### src/rtl/ptp_tod_pkg.sv
package ptp_tod_pkg;
  localparam int TOD_NS_W    = 44;
  localparam int TOD_LOW_W   = 4;
  localparam int TOD_MID_W   = 32;
  localparam int TOD_UP_W    = 8;
  localparam int TOD_DATA_W  = 32;
  localparam int TOD_FRAC_W  = 29;
  localparam int TOD_UP_LANE = 8;
  localparam logic [31:0] TOD_INC_RESET = 32'h8000_0000;

  typedef enum logic [1:0] {
    FLD_LOW = 2'd0,
    FLD_MID = 2'd1,
    FLD_UP  = 2'd2,
    FLD_INC = 2'd3
  } tod_field_e;
endpackage

### src/rtl/tod_regport.sv
module tod_regport
  import ptp_tod_pkg::*;
#(
  parameter int ADDR_W  = 4,
  parameter int DATA_W  = TOD_DATA_W,
  parameter int NS_W    = TOD_NS_W,
  parameter int LOW_W   = TOD_LOW_W,
  parameter int MID_W   = TOD_MID_W,
  parameter int UP_W    = TOD_UP_W,
  parameter int INC_W   = 32
) (
  input  logic              clk,
  input  logic              rst,
  input  logic              sel,
  input  logic              we,
  input  logic [ADDR_W-1:0] addr,
  input  logic [NS_W-1:0]   time_ns,
  input  logic [INC_W-1:0]  inc_q,
  output logic [3:0]        wr_vec,
  output logic [DATA_W-1:0] rdata
);
  localparam int NFIELD = 4;

  tod_field_e fld;
  assign fld = tod_field_e'(addr[3:2]);

  // one write strobe per register
  for (genvar g = 0; g < NFIELD; g++) begin : g_wstb
    assign wr_vec[g] = sel && we && (addr[3:2] == 2'(g));
  end

  logic [DATA_W-1:0] rd_next;
  always_comb begin
    rd_next = '0;
    unique case (fld)
      FLD_LOW: rd_next[LOW_W-1:0] = time_ns[LOW_W-1:0];
      FLD_MID: rd_next[MID_W-1:0] = time_ns[LOW_W +: MID_W];
      FLD_UP:  rd_next[UP_W-1:0]  = time_ns[LOW_W+MID_W +: UP_W];
      FLD_INC: rd_next[INC_W-1:0] = inc_q;
      default: rd_next = '0;
    endcase
  end

  always_ff @(posedge clk) begin
    if (rst)
      rdata <= '0;
    else if (sel && !we)
      rdata <= rd_next;
  end
endmodule

### src/rtl/tod_rate_accum.sv
module tod_rate_accum
  import ptp_tod_pkg::*;
#(
  parameter int INC_W = 32,
  parameter int FRAC_W = TOD_FRAC_W,
  parameter logic [INC_W-1:0] INC_RESET = TOD_INC_RESET,
  localparam int INT_W = INC_W - FRAC_W,
  localparam int STEP_W = INT_W + 1
) (
  input  logic              clk,
  input  logic              rst,
  input  logic              inc_wr,
  input  logic [INC_W-1:0]  inc_wdata,
  input  logic              frac_clr,
  input  logic              hold,
  output logic [INC_W-1:0]  inc_q,
  output logic [STEP_W-1:0] step
);
  logic [FRAC_W-1:0] frac_q;
  logic [FRAC_W:0]   frac_sum;

  assign frac_sum = {1'b0, frac_q} + {1'b0, inc_q[FRAC_W-1:0]};
  assign step = {1'b0, inc_q[INC_W-1:FRAC_W]} + STEP_W'(frac_sum[FRAC_W]);

  always_ff @(posedge clk) begin
    if (rst) begin
      inc_q  <= INC_RESET;
      frac_q <= '0;
    end else begin
      if (inc_wr)
        inc_q <= inc_wdata;
      if (frac_clr)
        frac_q <= '0;
      else if (!hold)
        frac_q <= frac_sum[FRAC_W-1:0];
    end
  end
endmodule

### src/rtl/tod_ns_core.sv
module tod_ns_core
  import ptp_tod_pkg::*;
#(
  parameter int NS_W    = TOD_NS_W,
  parameter int LOW_W   = TOD_LOW_W,
  parameter int MID_W   = TOD_MID_W,
  parameter int UP_W    = TOD_UP_W,
  parameter int DATA_W  = TOD_DATA_W,
  parameter int UP_LANE = TOD_UP_LANE,
  parameter int STEP_W  = 4
) (
  input  logic              clk,
  input  logic              rst,
  input  logic              wr_low,
  input  logic              wr_mid,
  input  logic              wr_up,
  input  logic [DATA_W-1:0] wdata,
  input  logic [STEP_W-1:0] step,
  output logic [NS_W-1:0]   time_ns
);
  localparam int MID_LSB = LOW_W;
  localparam int UP_LSB  = LOW_W + MID_W;

  logic [NS_W-1:0] ns_next;

  always_comb begin
    ns_next = time_ns;
    if (wr_low || wr_mid || wr_up) begin
      if (wr_low) ns_next[LOW_W-1:0]      = wdata[LOW_W-1:0];
      if (wr_mid) ns_next[MID_LSB +: MID_W] = wdata[MID_W-1:0];
      if (wr_up)  ns_next[UP_LSB +: UP_W]   = wdata[UP_LANE +: UP_W];
    end else begin
      ns_next = time_ns + NS_W'(step);
    end
  end

  always_ff @(posedge clk) begin
    if (rst)
      time_ns <= '0;
    else
      time_ns <= ns_next;
  end
endmodule

### src/rtl/ptp_tod_counter.sv
module ptp_tod_counter
  import ptp_tod_pkg::*;
#(
  parameter int ADDR_W  = 4,
  parameter int DATA_W  = TOD_DATA_W,
  parameter int NS_W    = TOD_NS_W,
  parameter int LOW_W   = TOD_LOW_W,
  parameter int MID_W   = TOD_MID_W,
  parameter int UP_W    = TOD_UP_W,
  parameter int FRAC_W  = TOD_FRAC_W,
  parameter int UP_LANE = TOD_UP_LANE,
  parameter logic [DATA_W-1:0] INC_RESET = TOD_INC_RESET,
  localparam int STEP_W = DATA_W - FRAC_W + 1
) (
  input  logic              clk,
  input  logic              rst,
  input  logic              bus_sel,
  input  logic              bus_we,
  input  logic [ADDR_W-1:0] bus_addr,
  input  logic [DATA_W-1:0] bus_wdata,
  output logic [DATA_W-1:0] bus_rdata,
  output logic [NS_W-1:0]   time_ns
);
  logic [3:0]        wr_vec;
  logic [DATA_W-1:0] inc_q;
  logic [STEP_W-1:0] step;
  logic              time_wr;

  assign time_wr = wr_vec[FLD_LOW] | wr_vec[FLD_MID] | wr_vec[FLD_UP];

  tod_regport #(
    .ADDR_W(ADDR_W), .DATA_W(DATA_W), .NS_W(NS_W), .LOW_W(LOW_W),
    .MID_W(MID_W), .UP_W(UP_W), .INC_W(DATA_W)
  ) regport_i (
    .clk(clk), .rst(rst), .sel(bus_sel), .we(bus_we), .addr(bus_addr),
    .time_ns(time_ns), .inc_q(inc_q), .wr_vec(wr_vec), .rdata(bus_rdata)
  );

  tod_rate_accum #(
    .INC_W(DATA_W), .FRAC_W(FRAC_W), .INC_RESET(INC_RESET)
  ) accum_i (
    .clk(clk), .rst(rst), .inc_wr(wr_vec[FLD_INC]), .inc_wdata(bus_wdata),
    .frac_clr(wr_vec[FLD_LOW]), .hold(time_wr), .inc_q(inc_q), .step(step)
  );

  tod_ns_core #(
    .NS_W(NS_W), .LOW_W(LOW_W), .MID_W(MID_W), .UP_W(UP_W),
    .DATA_W(DATA_W), .UP_LANE(UP_LANE), .STEP_W(STEP_W)
  ) core_i (
    .clk(clk), .rst(rst), .wr_low(wr_vec[FLD_LOW]), .wr_mid(wr_vec[FLD_MID]),
    .wr_up(wr_vec[FLD_UP]), .wdata(bus_wdata), .step(step), .time_ns(time_ns)
  );
endmodule

### config.mk
export PLATFORM = sky130hd
export DESIGN_NAME = ptp_tod_counter
export DESIGN_NICKNAME = d
export VERILOG_FILES = /design/src/rtl/ptp_tod_pkg.sv /design/src/rtl/tod_regport.sv /design/src/rtl/tod_rate_accum.sv /design/src/rtl/tod_ns_core.sv /design/src/rtl/ptp_tod_counter.sv
export SDC_FILE = /design/constraint.sdc
export NUM_CORES = 1
export LEC_CHECK = 0
export ABC_AREA = 0
export BUFFER_PORTS_ARGS = -buffer_cell sky130_fd_sc_hd__buf_2
export CELL_PAD_IN_SITES_DETAIL_PLACEMENT = 0
export CELL_PAD_IN_SITES_GLOBAL_PLACEMENT = 1
export CORE_MARGIN = 2
export CORE_UTILIZATION = 44
export DETAILED_ROUTE_END_ITERATION = 8
export HOLD_SLACK_MARGIN = 0.03
export PLACE_DENSITY_LB_ADDON = 0.1
export SLEW_MARGIN = 0
export SYNTH_ARGS = -nofsm -noshare
export SYNTH_HDL_FRONTEND = slang
export SYNTH_HIERARCHICAL = 1
export SYNTH_SLANG_ARGS = --single-unit
### constraint.sdc
create_clock -name clk -period 5.3 [get_ports clk]
set_input_delay 0.265 -clock clk [delete_from_list [all_inputs] [get_ports clk]]
set_output_delay 0.265 -clock clk [all_outputs]
set_load 0.02 [all_outputs]
==> impl_metrics.py <==
metrics = {
    "route": {
        "dr_total_vias": 7552,
        "drcViolationCount": 0,
        "first_iter_violations": 509,
        "firstDrtPassIters": 5,
        "viasPerCell": 5.82,
        "wl_mm": 25.2,
        "ant_nets": 0,
        "wl_per_cell_um": 19.4,
    },
    "worst_setup_path": {
        "crit_fanout": 8,
        "r2r-end": "core_i/time_ns[34]",
        "reg2reg_depth": 17,
        "cp-end-kind": "register",
        "crit_chain": "ha_1, a21oi_1, o21ai_0, a221oi_1, o211ai_1, a31o_1, a211o_1, a21o_1, ha_1, ha_1, inv_1, fa_1, nand2b_1, a21o_1, or3_1, or4_1, a311oi_1",
        "cp_common_cell": "ha_1",
        "worstPathArrival_ns": 5.31,
        "crit_required_ns": 5.64,
        "crit_path_max_incr_delay_ns": 0.52,
        "startpoint": "accum_i/inc_q[8]",
        "cpLargestDelayFamily": "compound AO/OA/AOI/OAI gates",
        "cp-start-kind": "register",
        "r2r_slack_ns": 0.33,
        "critPathKind": "register to register",
        "critPathBufInv": 1,
        "cp_slowest_cell": "or3_1",
        "r2r_start": "accum_i/inc_q[8]",
    },
    "synthesis": {
        "ys_dominant_reg_cell": "dfxtp_1",
        "synth-edff-count": 0,
        "synth_top_area_cell": "dfxtp_1",
        "yosys.cell_count.top_type": "dfxtp_1",
        "synth_top_cells_by_count": "137 x dfxtp_1, 122 x nor2_1, 69 x a21oi_1, 69 x nand2_1, 37 x mux2i_1",
        "synth_top_area_share_pct": 33.8,
        "synth_nets": 1034,
        "yosys_warnings": 6,
        "synthArstFlopShare_pct": 0,
        "synth.distinct_cells": 78,
        "synth_seq_area_share_pct": 33.8,
        "ys_seq_elements": 137,
        "synthCells": 957,
        "synthTopCellsByArea": "dfxtp_1 34%, nor2_1 5.7%, ha_1 5.4%, mux2i_1 4.6%, a21oi_1 4.3%",
        "netlist_area_mm2": 0.00810,
        "syn_avg_cell_area_um2": 8.47,
    },
    "global_route": {
        "gr-total-overflow": 0,
        "antenna_found_initial": 0,
        "grt_pass1_wl_mm": 38.9,
        "grt_usage_pct": 25.2,
        "grt_start_max_net_pins": 58,
        "first_global_vias": 6872,
    },
    "power_and_ir_drop": {
        "leakage_nw": 3.92,
        "power_density_mw_per_mm2": 273,
        "peakVddDrop_uv": 230,
    },
    "clocking": {
        "clk-insertion-delay-late_ns": 0.43,
        "cts_buffer_depth": 2,
        "cts-htree-levels": 4,
        "cts_inserted_buffers": 17,
        "cts_root_buffer": "clkbuf_16",
        "clock_sinks": 137,
        "postCtsSetupBuffers": 0,
        "cts_hold_buf": 0,
        "cts_tree": "done",
        "clk_pin_slew_ns": 0.07,
        "cts_resized": 0,
    },
    "sta": {
        "period_needed_ns": 4.97,
        "fmax_ghz": 0.201,
        "fin_crit_sh_pct": 93.8,
        "slew_headroom_pct": 49.2,
        "finalHoldViolCount": 0,
        "rsz0062_at_grt": "false",
        "slew_violations": 0,
        "skew_ns": 0.0108,
        "tightest_slew_ns": 0.761,
        "hold_slack_ns": 0.0730,
        "setup_viol": 0,
        "setup_tns_ns": 0,
    },
    "placement": {
        "port_buffers": 113,
        "hpwl_mm": 18.1,
        "post_dp_cell_area_mm2": 0.00886,
        "place_congestion": 0.892,
    },
    "finish": {
        "diodes": 0,
        "final_area_mm2": 0.00946,
        "nets": 1133,
        "fill_cells": 1803,
        "area_delta_synth_final_pct": 16.8,
        "layout-drive-gt1-share_pct": 19.2,
    },
    "die": {
        "die_y_um": 140,
        "start_util_pct": 45.0,
        "die_x_um": 140,
        "core_area_mm2": 0.0180,
        "io_pins": 116,
        "row_count": 49,
        "design.die.area_mm2": 0.0195,
    },
    "job": {
        "max_cap_viol_count": 0,
    },
    "outcome": {
        "status": "finished clean",
    },
    "hold_path": {
        "hp-start": "bus_wdata[31]",
        "hold_end": "accum_i/inc_q[31]",
        "hold_path_depth": 2,
        "hold_path.class": "primary input to register",
    },
}
## cell type report
cell class	count	area (um^2)	area share, %
Inverter	24	90.1	0.952
Tap cell	229	287	3.03
Clock buffer	19	453	4.79
Clock inverter	13	144	1.52
Sequential cell	137	2740	29.0
Multi-Input combinational cell	744	5030	53.2
Timing Repair Buffer	132	711	7.51
## how the worst max path moves through the flow
stage | slack (ns) | endpoint | cells past startpoint
global placement | 0.36 | core_i/time_ns[22] | 17
global route | 0.09 | core_i/time_ns[22] | 17
finish | 0.33 | core_i/time_ns[34] | 17
floorplan | 0.74 | core_i/time_ns[22] | 18
detailed placement | 0.36 | core_i/time_ns[34] | 17
CTS | 0.34 | core_i/time_ns[22] | 17
## registers in the layout (all words and copies together), names as in the netlist
| name | cells |
|---|---|
| regport_i/rdata | 32 |
| accum_i/frac_q | 29 |
| accum_i/inc_q | 32 |
| core_i/time_ns | 44 |
## kinds of logic after synthesis
group	synth area share (%)
muxes	9.81
DFF	33.8
adders and majority gates	5.90
and+or+nand+nor	21.2
xor gates and xnor gates	4.32
buffers and inverters	4.20
AOI/OAI and AO/OA	20.7
## metrics by stage
step | total power (W) | setup WS [ns] | util [%] | std cells
5_1_grt | 0.00267 | 0.0865 | 52.5 | 1298
2_1_floorplan | 0.00129 | 0.740 | - | 957
3_5_place_dp | 0.00139 | 0.361 | 49.2 | 1266
3_3_place_gp | 0.00139 | 0.365 | 49.2 | 1266
4_1_cts | 0.00260 | 0.341 | 52.5 | 1298
6_report | 0.00258 | 0.330 | 52.5 | 1298
## where the power goes
part / switching [W] / total [W] / internal [W]
Combinational: 0.000173 / 0.000272 / 0.0000991
Clock: 0.000488 / 0.00121 / 0.000721
Sequential: 0.0000397 / 0.00110 / 0.00106
## metal layers
layer,wire [um],up-vias,track usage (%)
met3,1420,26,4.92
met5,0,-,0
met4,436,0,7.11
li1,-,3755,-
met1,12300,3539,36.8
met2,11100,232,37.8
## placed cells by master, fill, tap and decap left out, types with 6 or more instances in the layout
cell type	instances
nor2_1	122
nor2b_1	6
nor3_1	20
dfxtp_1	137
nand2_1	69
a21o_1	17
o21ai_0	30
or4_1	7
mux2_1	10
o211ai_1	7
a22oi_1	28
inv_1	24
a311oi_1	6
a211oi_1	16
a31oi_1	10
clkbuf_16	17
and4_1	6
o31ai_1	9
and3_1	12
a21oi_1	68
nand3_1	34
o21a_1	6
buf_4	20
nand4_1	14
mux2_2	19
mux2i_1	37
ha_1	35
o31a_1	8
or3_1	12
xor2_1	12
xnor2_1	28
nor4_1	18
buf_2	112
Power figures use the tool's default switching activity.
